`src/rtl/numa_migrate_detector.sv`:
```
module numa_migrate_detector #(
  parameter int NODES  = 4,
  parameter int CNT_W  = 4,
  parameter int PAGE_W = 20,
  parameter int DROP_W = 8
) (
  input  logic                         clk,
  input  logic                         rst_n,
  input  logic [CNT_W-1:0]             mig_thresh,
  input  logic                         ev_valid,
  input  logic                         ev_qual,
  input  logic [$clog2(NODES)-1:0]     ev_node,
  input  logic [$clog2(NODES)-1:0]     ev_home,
  input  logic [PAGE_W-1:0]            ev_page,
  input  logic [NODES*CNT_W-1:0]       cnt_rd,
  output logic                         cnt_wr_en,
  output logic [NODES*CNT_W-1:0]       cnt_wr,
  output logic                         req_valid,
  input  logic                         req_ready,
  output logic [PAGE_W-1:0]            req_page,
  output logic [$clog2(NODES)-1:0]     req_node,
  output logic [DROP_W-1:0]            drop_count
);
  localparam int NW = $clog2(NODES);
  localparam logic [CNT_W-1:0] CMAX = {CNT_W{1'b1}};
  localparam logic [DROP_W-1:0] DMAX = {DROP_W{1'b1}};

  logic             fire_ev;
  logic [CNT_W-1:0] own_c, home_c;
  logic             lead_ok, want_req, slot_free;

  assign fire_ev   = ev_valid && ev_qual;
  assign cnt_wr_en = fire_ev;

  for (genvar i = 0; i < NODES; i++) begin : g_cnt
    logic [CNT_W-1:0] old_c;
    assign old_c = cnt_rd[i*CNT_W +: CNT_W];
    assign cnt_wr[i*CNT_W +: CNT_W] =
      (ev_node == NW'(i)) ? ((old_c == CMAX) ? CMAX : old_c + 1'b1)
                          : ((old_c == '0)   ? '0   : old_c - 1'b1);

    p_no_wrap_r4: assert property (@(posedge clk) disable iff (!rst_n)
      cnt_wr_en |-> ((ev_node == NW'(i)) ? (cnt_wr[i*CNT_W +: CNT_W] >= old_c)
                                          : (cnt_wr[i*CNT_W +: CNT_W] <= old_c)));
  end

  assign own_c     = cnt_wr[ev_node*CNT_W +: CNT_W];
  assign home_c    = cnt_wr[ev_home*CNT_W +: CNT_W];
  assign lead_ok   = {1'b0, own_c} >= ({1'b0, home_c} + {1'b0, mig_thresh});
  assign want_req  = fire_ev && (ev_node != ev_home) && lead_ok;
  assign slot_free = !req_valid || req_ready;

  always_ff @(posedge clk) begin
    if (!rst_n) begin
      req_valid  <= 1'b0;
      req_page   <= '0;
      req_node   <= '0;
      drop_count <= '0;
    end else begin
      if (want_req && slot_free) begin
        req_valid <= 1'b1;
        req_page  <= ev_page;
        req_node  <= ev_node;
      end else if (req_valid && req_ready) begin
        req_valid <= 1'b0;
      end
      if (want_req && !slot_free && drop_count != DMAX)
        drop_count <= drop_count + 1'b1;
    end
  end

  p_idle_r2: assert property (@(posedge clk) disable iff (!rst_n)
    !(ev_valid && ev_qual) |-> !cnt_wr_en);

  p_home_r6: assert property (@(posedge clk) disable iff (!rst_n)
    (fire_ev && ev_home == ev_node && (!req_valid || req_ready)) |=> !req_valid);

  p_hold_r8: assert property (@(posedge clk) disable iff (!rst_n)
    (req_valid && !req_ready) |=> (req_valid && $stable(req_page) && $stable(req_node)));

  p_drop_r9: assert property (@(posedge clk) disable iff (!rst_n)
    (req_valid && !req_ready && want_req && drop_count != DMAX)
      |=> drop_count == $past(drop_count) + 1'b1);

  p_drop_sat_r9: assert property (@(posedge clk) disable iff (!rst_n)
    (drop_count == DMAX) |=> drop_count == DMAX);
endmodule

```
`config.mk`:
```
export PLATFORM = sky130hd
export DESIGN_NAME = numa_migrate_detector
export DESIGN_NICKNAME = d
export VERILOG_FILES = /design/src/rtl/numa_migrate_detector.sv
export SDC_FILE = /design/constraint.sdc
export NUM_CORES = 1
export LEC_CHECK = 0
export BUFFER_PORTS_ARGS = -buffer_cell sky130_fd_sc_hd__buf_2
export CORE_ASPECT_RATIO = 0.8
export CORE_UTILIZATION = 23
export DETAILED_ROUTE_END_ITERATION = 6
export SYNTH_ARGS = -nofsm -noshare
export SYNTH_HDL_FRONTEND = slang
export SYNTH_SLANG_ARGS = --single-unit
```
`constraint.sdc`:
```
create_clock -name clk -period 4.6 [get_ports clk]
set_input_delay 0.69 -clock clk [delete_from_list [all_inputs] [get_ports clk]]
set_output_delay 0.69 -clock clk [all_outputs]
set_load 0.02 [all_outputs]
```
==> impl_metrics.toml <==
[min_path]
hold_start = "req_node[1]$_SDFFE_PN0P_"
whs_path_depth = 2
hold_end = "req_node[1]$_SDFFE_PN0P_"
hold_path_class = "flip-flop to flip-flop"

[global_routing]
antenna_found_initial = 0
grt_pass1_vias = 2405
grt_max_degree = 52
grt_pass1_wl_um = 11700
grt_util_all_layers_pct = 12.8
grt-ovfl-total = 0

[yosys]
synth.avg_cell_area_um2 = 7.59
synth_ff_type = "dfxtp_1"
ys_async_sr_fraction_pct = 0
syn_nets = 402
ys_types = 53
ys_warn_count = 0
synth.top_cell.area_share_pct = 24.6
yosysTopAreaCell = "dfxtp_1"
synth_area_um2 = 2530
synth.area.top_cells = "dfxtp_1, ha_1, o21ai_0, nand3_1, nand2_1"
syn_inst = 333
ys_ff_latch = 31
yosysSeqAreaShare_pct = 24.6
synth_edf_count = 0

[cts]
clock_latency_ns = 0.27
cts_tree = "done"
hold_buffers = 0
cts-resized-gates = 0
clock_path_buffers = 2
numCtsBuffers = 5
cts_sinks = 31
root_buffer = "clkbuf_16"
ctsHtreeMaxLevel = 2
post_cts_buffers = 0
clk_pin_slew_ns = 0.05

[routing]
drc = 0
routed_wl_um = 7620
drt-initial-drc-count = 221
wl_per_cell_um = 13.6
drt_first_pass_iters = 5
vias_per_cell = 4.97
ant_nets = 0
vias = 2782

[layout]
final_util_pct = 31.5
final-seq-area_um2 = 621
syn2layout_area_growth_pct = 30.4
multi_input_area_um2 = 1770
fillers = 1146
nets = 490
antenna_cells = 0
drive_gt1_share_pct = 28.6

[power]
p_leak_uw = 0.00142
p_per_area_nw_per_um2 = 267
irDropWorstVdd_mv = 0.112

[worst_setup_path]
crit_required_ns = 4.80
worstSetupPathType = "input port to flip-flop"
crit_path_start_kind = "input port"
rr_worst_depth = 4
cp_common_cell = "ha_1"
critPathSlowestCell = "or4_1"
critPathCaptureType = "flip-flop"
critical-path-top-delay-family = "simple AND/OR/NAND/NOR gates"
path_cells = "buf_2 > inv_1 > ha_1 > nor2b_1 > a21oi_1 > o21a_1 > mux4_2 > ha_1 > fa_1 > xnor2_1 > ha_1 > o21a_1 > o221ai_1 > or3_4 > or4_1 > a21oi_1"
crit_fanout = 15
r2r_end = "drop_count[5]$_SDFFE_PN0P_"
cp.buffers_inverters = 2
arrival_ns = 4.58
r2r-start = "drop_count[0]$_SDFFE_PN0P_"
max_stage_delay_ns = 0.51
r2r_setup_slack_ns = 2.83

[die]
fp.dieW_um = 119
core_area_um2 = 10400
die_area_um2 = 11400
initial_core_util_pct = 24.2
io_pins = 97
fp.dieH_um = 95.8
num_rows = 33

[place]
detailed_place_hpwl_um = 6010
numPortBuffers = 96
gp_congestion = 0.874

[timing]
max_slew_margin_pct = 44.4
fmax_mhz = 228
slew_viol_final = 0
setup_violations = 0
tightest_slew_ns = 0.834
whs_ns = 0.447
rsz0062_at_grt = "false"
period_needed_ns = 4.38
fin_worst_skew_ns = 0.00619
hold_viol_final = 0
final.period_utilization_pct = 95.3

[status]
status = "complete, no violations"

[run]
drv_cap = 0
-- area by class of cell --
cell class / count / share of cell area, %
inverters: 16 / 1.82
well taps: 140 / 5.32
flip-flops and latches: 31 / 18.8
clock buffers: 6 / 3.91
repair buffers: 102 / 16.3
multi-input cells: 265 / 53.8
-- flip-flops by register name, summed over array words and instances (netlist names) --
register,cells
drop_count,8
req_node,2
req_page,20
req_valid,1
-- placed cells by master, fill, tap and decap left out, types with 4 or more instances in the layout --
cell / Yosys / layout
inv_1: 16 / 16
o22ai_1: 4 / 4
buf_4: 0 / 5
o21ai_0: 38 / 38
o21a_1: 5 / 5
o41ai_1: 4 / 4
clkbuf_16: 0 / 5
mux2_2: 5 / 5
a21oi_1: 13 / 13
nand2_1: 40 / 40
dfxtp_1: 31 / 31
buf_2: 3 / 96
o31ai_1: 5 / 5
ha_1: 19 / 19
nor2_1: 11 / 11
nand2b_1: 8 / 8
nor2b_1: 9 / 9
nand3_1: 35 / 35
or4_1: 7 / 7
o211ai_1: 4 / 4
-- synth_stat cells (all sizes together) (2+ instances only) --
cell,n
or3,3
nand2b,8
o41ai,4
mux2,5
a31oi,2
nor3,3
nor2b,9
o22ai,4
xor2,3
or4,7
o311ai,3
nand2,40
nor2,11
and4,2
o21a,5
inv,16
o31ai,5
clkbuf,18
a32oi,2
a22oi,3
or2,2
mux4,3
dfxtp,31
a21boi,3
o211ai,4
nand3,35
and2,3
buf,3
o21ai,40
ha,19
mux2i,3
o31a,3
a21oi,13
-- layer usage --
| layer | global-route usage, % | wire [µm] |
|---|---|---|
| met5 | 0 | 0 |
| met3 | 3.97 | 392 |
| met1 | 16.4 | 3610 |
| met2 | 21.0 | 3530 |
| met4 | 2.95 | 91 |
-- through the flow --
step / power (µW) / setup TNS, ns / cell area [µm²] / setup slack (ns) / std cells
CTS: 891 / 0 / 3300 / 0.218 / 560
floorplan: 481 / 0 / 2530 / 0.109 / 333
finish: 879 / 0 / 3300 / 0.218 / 560
global route: 940 / 0 / 3300 / 0.0124 / 560
global placement: 581 / 0 / 3170 / 0.0483 / 554
detailed placement: 587 / -0.131 / 3170 / -0.0494 / 554
-- worst max-delay path by stage --
| stage | start | to | slack [ns] | cells past startpoint |
|---|---|---|---|---|
| after floorplan | ev_node[0] | drop_count[2]$_SDFFE_PN0P_ | 0.11 | 14 |
| after global placement | cnt_rd[12] | drop_count[4]$_SDFFE_PN0P_ | 0.05 | 16 |
| after detailed placement | cnt_rd[12] | drop_count[5]$_SDFFE_PN0P_ | -0.05 | 16 |
| after CTS | cnt_rd[12] | drop_count[5]$_SDFFE_PN0P_ | 0.22 | 16 |
| after global routing | cnt_rd[12] | drop_count[5]$_SDFFE_PN0P_ | 0.01 | 16 |
| final | cnt_rd[12] | drop_count[5]$_SDFFE_PN0P_ | 0.22 | 16 |
-- where the power goes --
| group | switching (µW) | internal, µW | total [µW] |
|---|---|---|---|
| clock network | 105 | 194 | 298 |
| registers | 5.62 | 282 | 287 |
| logic | 176 | 117 | 294 |
-- worst reg2reg max path: cells and delay by family, from the launching register on --
family | cells | cell delay, ns
AO/OA/AOI/OAI | 2 | 0.55
AND/OR/NAND/NOR | 1 | 0.51
flip-flops | 1 | 0.36
adder cells (fa/ha/maj) | 1 | 0.28
-- cells by family after synthesis --
logic type	Yosys count	share of synthesized area, %
AND/OR/NAND/NOR	128	26.0
AO/OA/AOI/OAI	102	26.1
buffers and inverters	37	5.64
flip-flops	31	24.6
adder cells (fa/ha/maj)	20	10.2
multiplexers	11	6.09
XOR/XNOR	4	1.39
(Power assumes the default switching activity.)
